$ cat src/rtl/gpic_pkg.sv
package gpic_pkg;

    localparam int NUM_SRC        = 12;
    localparam int FIELD_W        = 4;
    localparam int FIELDS_PER_REG = 4;
    localparam int PRIO_REG_W     = FIELD_W * FIELDS_PER_REG;
    localparam int CODE_W         = 12;
    localparam int MASK_W         = 32;
    localparam int DATA_W         = 32;
    localparam int ADDR_W         = 3;

    localparam logic [ADDR_W-1:0] ADDR_MASK_SET = 3'd4;
    localparam logic [ADDR_W-1:0] ADDR_MASK_CLR = 3'd5;

    localparam logic [FIELD_W-1:0] EXT_IDLE = 4'hF;
    localparam logic [CODE_W-1:0]  EXT_BASE = 12'h200;

    typedef logic [FIELD_W-1:0] level_t;
    typedef logic [CODE_W-1:0]  code_t;

    typedef struct packed {
        logic   valid;
        level_t level;
        code_t  code;
    } cand_t;

    localparam cand_t CAND_NONE = '{valid: 1'b0, level: '0, code: '0};

    // Fixed event code of each internal source.
    function automatic code_t src_code(input int idx);
        case (idx)
            0:       return 12'h400;
            1:       return 12'h420;
            2:       return 12'h440;
            3:       return 12'h460;
            4:       return 12'h560;
            5:       return 12'h580;
            6:       return 12'h5A0;
            7:       return 12'h4E0;
            8:       return 12'h500;
            9:       return 12'h520;
            10:      return 12'h540;
            default: return 12'h620;
        endcase
    endfunction

    // Global priority field that drives each source; group members share one.
    function automatic int src_field(input int idx);
        case (idx)
            0:          return 0;
            1:          return 1;
            2, 3:       return 2;
            4:          return 4;
            5, 6:       return 5;
            7, 8, 9, 10: return 6;
            default:    return 8;
        endcase
    endfunction

    // Keep the incumbent unless the challenger is valid and strictly higher.
    function automatic cand_t pick(input cand_t inc, input cand_t chal);
        if (chal.valid && (!inc.valid || chal.level > inc.level))
            return chal;
        return inc;
    endfunction

endpackage

$ cat src/rtl/gpic_regs.sv
module gpic_regs
    import gpic_pkg::*;
#(
    parameter int NUM_PRIO_REGS = 3
) (
    input  logic                                 clk,
    input  logic                                 rst,
    input  logic                                 reg_we,
    input  logic [ADDR_W-1:0]                    reg_addr,
    input  logic [DATA_W-1:0]                    reg_wdata,
    output logic [DATA_W-1:0]                    reg_rdata,
    output logic [NUM_PRIO_REGS*PRIO_REG_W-1:0]  prio_flat,
    output logic [MASK_W-1:0]                    mask_vec
);

    logic [NUM_PRIO_REGS-1:0][PRIO_REG_W-1:0] prio_q;
    logic [MASK_W-1:0]                        mask_q;

    for (genvar r = 0; r < NUM_PRIO_REGS; r++) begin : g_prio
        always_ff @(posedge clk) begin
            if (rst)
                prio_q[r] <= '0;
            else if (reg_we && reg_addr == ADDR_W'(r))
                prio_q[r] <= reg_wdata[PRIO_REG_W-1:0];
        end
        assign prio_flat[r*PRIO_REG_W +: PRIO_REG_W] = prio_q[r];
    end

    always_ff @(posedge clk) begin
        if (rst)
            mask_q <= '0;
        else if (reg_we && reg_addr == ADDR_MASK_SET)
            mask_q <= mask_q | reg_wdata[MASK_W-1:0];
        else if (reg_we && reg_addr == ADDR_MASK_CLR)
            mask_q <= mask_q & ~reg_wdata[MASK_W-1:0];
    end

    assign mask_vec = mask_q;

    always_comb begin
        reg_rdata = '0;
        if (reg_addr == ADDR_MASK_SET || reg_addr == ADDR_MASK_CLR)
            reg_rdata[MASK_W-1:0] = mask_q;
        for (int r = 0; r < NUM_PRIO_REGS; r++)
            if (reg_addr == ADDR_W'(r))
                reg_rdata[PRIO_REG_W-1:0] = prio_q[r];
    end

endmodule

$ cat src/rtl/gpic_ext_decode.sv
module gpic_ext_decode
    import gpic_pkg::*;
(
    input  logic [FIELD_W-1:0] ext_lvl,
    output cand_t              ext_cand
);

    always_comb begin
        ext_cand       = CAND_NONE;
        ext_cand.valid = (ext_lvl != EXT_IDLE);
        if (ext_cand.valid) begin
            ext_cand.level = EXT_IDLE - ext_lvl;
            ext_cand.code  = EXT_BASE + {3'b000, ext_lvl, 5'b00000};
        end
    end

endmodule

$ cat src/rtl/gpic_arbiter.sv
module gpic_arbiter
    import gpic_pkg::*;
#(
    parameter int NUM_PRIO_REGS = 3
) (
    input  logic [NUM_SRC-1:0]                  src_req,
    input  logic [MASK_W-1:0]                   mask_vec,
    input  logic [NUM_PRIO_REGS*PRIO_REG_W-1:0] prio_flat,
    input  cand_t                               ext_cand,
    output cand_t                               winner
);

    cand_t chain [NUM_SRC+1];

    assign chain[0] = CAND_NONE;

    for (genvar i = 0; i < NUM_SRC; i++) begin : g_src
        localparam int FLD = src_field(i);
        level_t lvl;
        cand_t  cand;
        assign lvl        = prio_flat[FLD*FIELD_W +: FIELD_W];
        assign cand.valid = src_req[i] && !mask_vec[i] && (lvl != '0);
        assign cand.level = lvl;
        assign cand.code  = src_code(i);
        // Strictly-higher replacement keeps the lower index on ties.
        assign chain[i+1] = pick(chain[i], cand);
    end

    // External input enters last, so it loses every tie.
    assign winner = pick(chain[NUM_SRC], ext_cand);

endmodule

$ cat src/rtl/grp_prio_intc.sv
module grp_prio_intc
    import gpic_pkg::*;
#(
    parameter int NUM_PRIO_REGS = 3
) (
    input  logic                  clk,
    input  logic                  rst,
    input  logic [NUM_SRC-1:0]    src_req,
    input  logic [FIELD_W-1:0]    ext_lvl,
    input  logic                  reg_we,
    input  logic [ADDR_W-1:0]     reg_addr,
    input  logic [DATA_W-1:0]     reg_wdata,
    output logic [DATA_W-1:0]     reg_rdata,
    output logic                  irq_req,
    output logic [FIELD_W-1:0]    irq_level,
    output logic [CODE_W-1:0]     irq_code
);

    logic [NUM_PRIO_REGS*PRIO_REG_W-1:0] prio_flat;
    logic [MASK_W-1:0]                   mask_vec;
    cand_t                               ext_cand;
    cand_t                               winner;

    gpic_regs #(.NUM_PRIO_REGS(NUM_PRIO_REGS)) u_regs (
        .clk       (clk),
        .rst       (rst),
        .reg_we    (reg_we),
        .reg_addr  (reg_addr),
        .reg_wdata (reg_wdata),
        .reg_rdata (reg_rdata),
        .prio_flat (prio_flat),
        .mask_vec  (mask_vec)
    );

    gpic_ext_decode u_ext (
        .ext_lvl  (ext_lvl),
        .ext_cand (ext_cand)
    );

    gpic_arbiter #(.NUM_PRIO_REGS(NUM_PRIO_REGS)) u_arb (
        .src_req   (src_req),
        .mask_vec  (mask_vec),
        .prio_flat (prio_flat),
        .ext_cand  (ext_cand),
        .winner    (winner)
    );

    always_ff @(posedge clk) begin
        if (rst) begin
            irq_req   <= 1'b0;
            irq_level <= '0;
            irq_code  <= '0;
        end else begin
            irq_req   <= winner.valid;
            irq_level <= winner.valid ? winner.level : '0;
            irq_code  <= winner.valid ? winner.code  : '0;
        end
    end

endmodule

$ cat config.mk
export PLATFORM = sky130hd
export DESIGN_NAME = grp_prio_intc
export DESIGN_NICKNAME = d
export VERILOG_FILES = /design/src/rtl/gpic_pkg.sv /design/src/rtl/gpic_regs.sv /design/src/rtl/gpic_ext_decode.sv /design/src/rtl/gpic_arbiter.sv /design/src/rtl/grp_prio_intc.sv
export SDC_FILE = /design/constraint.sdc
export NUM_CORES = 1
export LEC_CHECK = 0
export BUFFER_PORTS_ARGS = -buffer_cell sky130_fd_sc_hd__clkbuf_2
export CAP_MARGIN = 20
export CORE_UTILIZATION = 50
export CTS_BUF_LIST = sky130_fd_sc_hd__clkbuf_8
export CTS_CLUSTER_DIAMETER = 40
export DETAILED_ROUTE_END_ITERATION = 16
export GPL_TIMING_DRIVEN = 0
export PLACE_DENSITY_LB_ADDON = 0.15
export SLEW_MARGIN = 20
export SYNTH_ARGS = -nofsm -noshare
export SYNTH_HDL_FRONTEND = slang
export SYNTH_SLANG_ARGS = --single-unit
$ cat constraint.sdc
create_clock -name clk -period 50 [get_ports clk]
set_input_delay 7.5 -clock clk [delete_from_list [all_inputs] [get_ports clk]]
set_output_delay 7.5 -clock clk [all_outputs]
set_load 0.05 [all_outputs]
* Word-level counts from Yosys, hierarchy flattened *
Cells that the tools add are included.

word-level totals
  word-level logic and storage cells = 164
  output and inout port bits = 49
  bits in registers = 97

operators by class
  $lt $le $gt $ge = 12
  reductions and logical operators = 88
  bitwise gates (word level) = 4
  $add $sub $neg = 2
  mux-type cells = 46
  equality and inequality tests = 5

operators with widths
  operator                                                                number
  17-bit two-way mux                                                      26
  32-bit two-way mux                                                      3
  16-bit two-way mux                                                      4
  4-bit > comparator                                                      12
  1-bit logical AND                                                       41
  32-bit bitwise AND                                                      1
  32-bit inverter                                                         1
  32-bit bitwise OR                                                       1
  4-bit nonzero test                                                      7
  1-bit logical NOT                                                       24
  1-bit logical OR                                                        13
  1-bit two-way mux                                                       13
  10-bit by 9-bit adder with 11-bit output (first input constant)         1
  3-bit equality test (second input constant)                             2
  4-bit inequality test (second input constant)                           1
  4-bit subtractor (first input constant)                                 1
  3-bit by 1-bit equality test with 1-bit output (second input constant)  1
  3-bit by 2-bit equality test with 1-bit output (second input constant)  1
  3-bit logical NOT                                                       1
  2-bit nonzero test                                                      1
  2-bit OR reduction                                                      1
  1-bit inverter                                                          1

* Longest topological paths before layout *
  depth after elaboration = 67
  gate-level depth with buffers = 114
  gate-level depth less buffers = 109

* Hierarchy *
A second synthesis with hierarchy kept.

unflattened totals
  cell total of the unflattened synthesis = 842
  area, all modules = 7435.9 sq um

by module, submodules not included
  module           sequential area each (sq um)  times used  area each (sq um)  cells each
  gpic_regs        1601.5                        1           4190.3             422
  gpic_arbiter     0.0                           1           2630.0             366
  grp_prio_intc    340.3                         1           505.5              36
  gpic_ext_decode  0.0                           1           110.1              18

* Worst setup path before layout *
OpenSTA, ideal clock, no wires.

  kind = input port to flip-flop
  from = input src_req[0]
  to = register irq_code[7]
  stages on the path = 107
  arrival time = 25.674 ns
  slack = 24.205 ns
  setup time = 0.121 ns
  path through = nor2b_1 nand2_1 ha_1 a41oi_1 nand2_1 a211o_1 mux2i_1 inv_1 ha_1 a21oi_1 inv_1 o221ai_1 and2_1 clkbuf_1 mux2i_1 ha_1 and4b_1 a211oi_1 [71 not listed] o21ai_0 nand2b_1 a21oi_1 a41o_1 a21oi_1 inv_1 mux2_2 ha_1 nor2b_1 o21ai_0 nand2b_1 a21oi_1 a41o_1 a21boi_1 nor2_1 nand2_1 a31oi_1 a2bb2o_1

between the ends
  cells in the longest elaborated chain, start to end = 66
  elaborated cells on any way between the ends = 78
  classes of those cells = 12 x order compare; 26 x mux; 1 x bitwise; 39 x reduce/logical

RTL lines
  element                                                  line                 RTL
  start: declaration                                       grp_prio_intc.sv:8   input logic [NUM_SRC-1:0] src_req,
  1-bit logical AND (*) (2 in a row)                       gpic_arbiter.sv:22   assign cand.valid = src_req[i] && !mask_vec[i] && (lvl != '0);
  1-bit two-way mux (*)                                    gpic_pkg.sv:62       if (chal.valid && (!inc.valid || chal.level > inc.level))
  17-bit two-way mux (*)                                   gpic_pkg.sv:64       return inc;
  4-bit > comparator or 1-bit logical NOT (tied branches)  gpic_pkg.sv:62
  1-bit logical OR                                         gpic_pkg.sv:62
  1-bit logical AND                                        gpic_pkg.sv:62
  1-bit two-way mux                                        gpic_pkg.sv:62
  17-bit two-way mux (*)                                   gpic_pkg.sv:64
  [49 not listed]                                          -
  17-bit two-way mux (*)                                   gpic_pkg.sv:64
  4-bit > comparator or 1-bit logical NOT (tied branches)  gpic_pkg.sv:62
  1-bit logical OR                                         gpic_pkg.sv:62
  1-bit logical AND                                        gpic_pkg.sv:62
  1-bit two-way mux                                        gpic_pkg.sv:62
  17-bit two-way mux (*)                                   gpic_pkg.sv:64
  1-bit inverter (no line)                                 -
  2-bit OR reduction (no line)                             -
  end signal: assignment                                   grp_prio_intc.sv:56  irq_code <= winner.valid ? winner.code : '0;
  end: declaration                                         grp_prio_intc.sv:16  output logic [CODE_W-1:0] irq_code

Every way passes the cells marked *; elsewhere a longest branch is shown, timed or not.
A chain may end at the register's enable or synchronous reset.

* Worst setup path after layout *
Same ends and word-level chain as after synthesis.

==> metrics.yaml <==
status:
  outcome: "complete, no violations"
detailed_routing:
  drt_wl_total_um: 18080
  vias_per_cell: 5.642
  wire_per_inst_um: 15.93
  postRouteAntennaNets: 0
  drt_iter0_markers: 441
  first_pass_iters: 7
  route.detailed.drc: 0
  vias: 6404
logic_synthesis:
  synth_compound_area_frac: 0.2669
  postSynthAreaPerCell_um2: 7.365
  synth-edff-count: 0
  syn-cell-area_mm2: 0.006282
  seq_area_frac_synth: 0.2900
  synth_mux_area_frac: 0.04860
  synth.top_cell.area_share: 0.2900
  yosys.area.top_type: "dfxtp_1"
  async_reset_ff_frac: 0
  synth_ff_type: "dfxtp_1"
  synth_area_leaders: "dfxtp_1, a21oi_1, ha_1"
  ys.warnings.count: 0
  synth_cells: 853
  ys_seq_elements: 91
  synth-xor-area-share: 0.001394
  synth.distinct_cells: 68
  synth_fa_ha_area_frac: 0.08942
  synthSimpleGateAreaFrac: 0.2366
  synth_top_family_by_area: "compound AO/OA/AOI/OAI gates"
clock_network:
  cts_sinks: 91
  cts_buffers: 9
  clk_pin_slew_ns: 0.09
  cts_resized: 0
  cts-root-buf: "clkbuf_8"
  htreeDepth: 3
  clock_latency_ns: 0.37
  cts_tree: "built"
  cts_buffer_depth: 2
  post-cts-setup-buffers: 0
  hold_buffers: 0
worst_setup_path:
  crit_fanout: 10
  crit_slowest_cell: "a311oi_4"
  cp.required_ns: 50.31
  cp-end-kind: "register"
  crit_top_cell: "a21oi_1"
  crit_buf_inv: 14
  slowest_delay_ns: 0.49
  arrival_ns: 28.80
  crit_family: "compound AO/OA/AOI/OAI gates"
  cp-start-kind: "input pin"
  crit_type: "in2reg"
timing:
  rsz0062_at_grt: "no"
  slew_headroom: 0.4454
  finalHoldViolations: 0
  setup_tns_ns: 0
  drv_slew: 0
  worstMarginPinSlew_ns: 0.8243
  setup_viol: 0
  min_period_ns: 28.49
  min_period_over_period: 0.5698
  skew_ns: 0.01189
  fmax_mhz: 35.10
floorplanning:
  die-area_mm2: 0.01302
  row_count: 40
  core-area_mm2: 0.01211
  num_io_pins: 103
  die_y_um: 114.1
  start_util: 0.5187
  die_x_um: 114.1
global_routing:
  antenna_found_initial: 0
  globalRouteOverflowTotal: 0
  grt_pass1_wl_um: 30100
  grt_max_degree: 18
  track_usage: 0.2908
  first_global_vias: 5910
pwr:
  seqPwrFrac: 0.437
  total_leakage_power_nw: 2.944
  power_frac_clock: 0.265
  total_power_uw: 176.9
  p_int_uw: 112.6
  p_sw_uw: 64.29
  ir_drop_v: 0.00001911
  powerDensity_mw_per_mm2: 24.66
  p_sw_frac: 0.3635
  comb_power_share: 0.298
finish:
  fill_cells: 1277
  fin_nets: 1060
  final_common_cell: "a21oi_1"
  drive_gt1_frac: 0.1613
  mostFrequentLayoutCells: "a21oi_1, nand2_1, nor2_1"
  fin_util: 0.5920
  antenna_cells: 0
  syn_to_final_growth_pct: 14.14
placed_design:
  io_buffers: 93
  hpwlAfterDp_um: 13900
  place_congestion: 0.8867
run:
  maxCapViolCount: 0
min_path:
  hold_path.class: "reg2reg"
-- path summary, 6_finish.rpt --
check / to / start / cells after the start / slack, ns
max: irq_code[7] / src_req[0] / 111 / 21.51
min: u_regs.prio_flat[29] / u_regs.prio_flat[29] / 2 / 0.46
max reg2reg: irq_code[7] / register / 110 / 28.38
min reg2reg: u_regs.prio_flat[29] / u_regs.prio_flat[29] / 2 / 0.46
-- stage by stage --
stage	area, µm²	hold slack, ns	worst slack, ns	cells
after floorplan	6301	0.4367	24.20	858
after global placement	6977	0.4432	21.54	1119
after detailed placement	6983	0.4489	21.37	1119
after CTS	7166	0.4628	21.65	1135
after global routing	7171	0.4870	19.52	1135
final	7171	0.4597	21.51	1135
-- synth_stat cells, drive strengths merged, types with 2 or more instances --
master  number
a21o         4
a41oi        2
dfxtp       91
a21boi       2
or4          4
and2        22
nor3         6
o21a         8
buf         12
nor2b       11
nor3b        3
o31a         2
a41o         3
a31o         2
a211o        2
a311oi      35
mux2i        8
inv         45
o221ai       2
a21oi      149
mux2        18
nand3        7
clkbuf      44
nor4         7
o32ai        3
a211oi       5
nand2      127
nand2b      15
nand4        5
ha          44
or2          4
nor2       101
nand3b       4
a31oi       10
o311ai       2
o211ai       2
and3         5
o21ai       25
-- cell families (layout without fill, tap and decap cells) --
group,count (synthesis),count (layout)
simple gates,324,324
xor+xnor,1,1
flops,91,91
mux,26,26
buf+inv,101,210
fa+ha+maj,45,45
other cells,1,6
compound gates,264,264
-- worst register-to-register path, delay by kind of cell, from the launching register on --
kind            cells  cell delay (ns)
flops               1             0.36
buf+inv            13             1.92
simple gates       24             3.25
compound gates     53             9.96
fa+ha+maj          13             3.68
mux                 7             2.36
-- per-layer routing --
metal | up-vias | global-route usage | wire, µm
met5 | - | 0 | 0
li1 | 3231 | - | -
met1 | 2909 | 0.3987 | 8505
met2 | 239 | 0.4768 | 8165
met3 | 25 | 0.03653 | 1085
met4 | 0 | 0.08918 | 320
-- layout make-up --
class	instances	area, µm²	area share
plain buffers	56	249.0	0.03472
flip-flops and latches	91	1822	0.2541
inverters	45	168.9	0.02356
repair buffers	93	465.4	0.06491
clock inverters	7	58.81	0.008201
well taps	168	210.2	0.02931
clock buffers	9	123.9	0.01727
multi-input cells	666	4073	0.5680
-- power groups by stage --
stage | clock network (mW) | logic (mW) | registers [mW]
floorplan | 0 | 0.0350 | 0.0824
global placement | 0 | 0.0516 | 0.0789
detailed placement | 0 | 0.0519 | 0.0789
CTS | 0.0476 | 0.0522 | 0.0772
global route | 0.0509 | 0.0582 | 0.0776
finish | 0.0469 | 0.0527 | 0.0773
No activity file was read; power rests on OpenSTA's default activity.
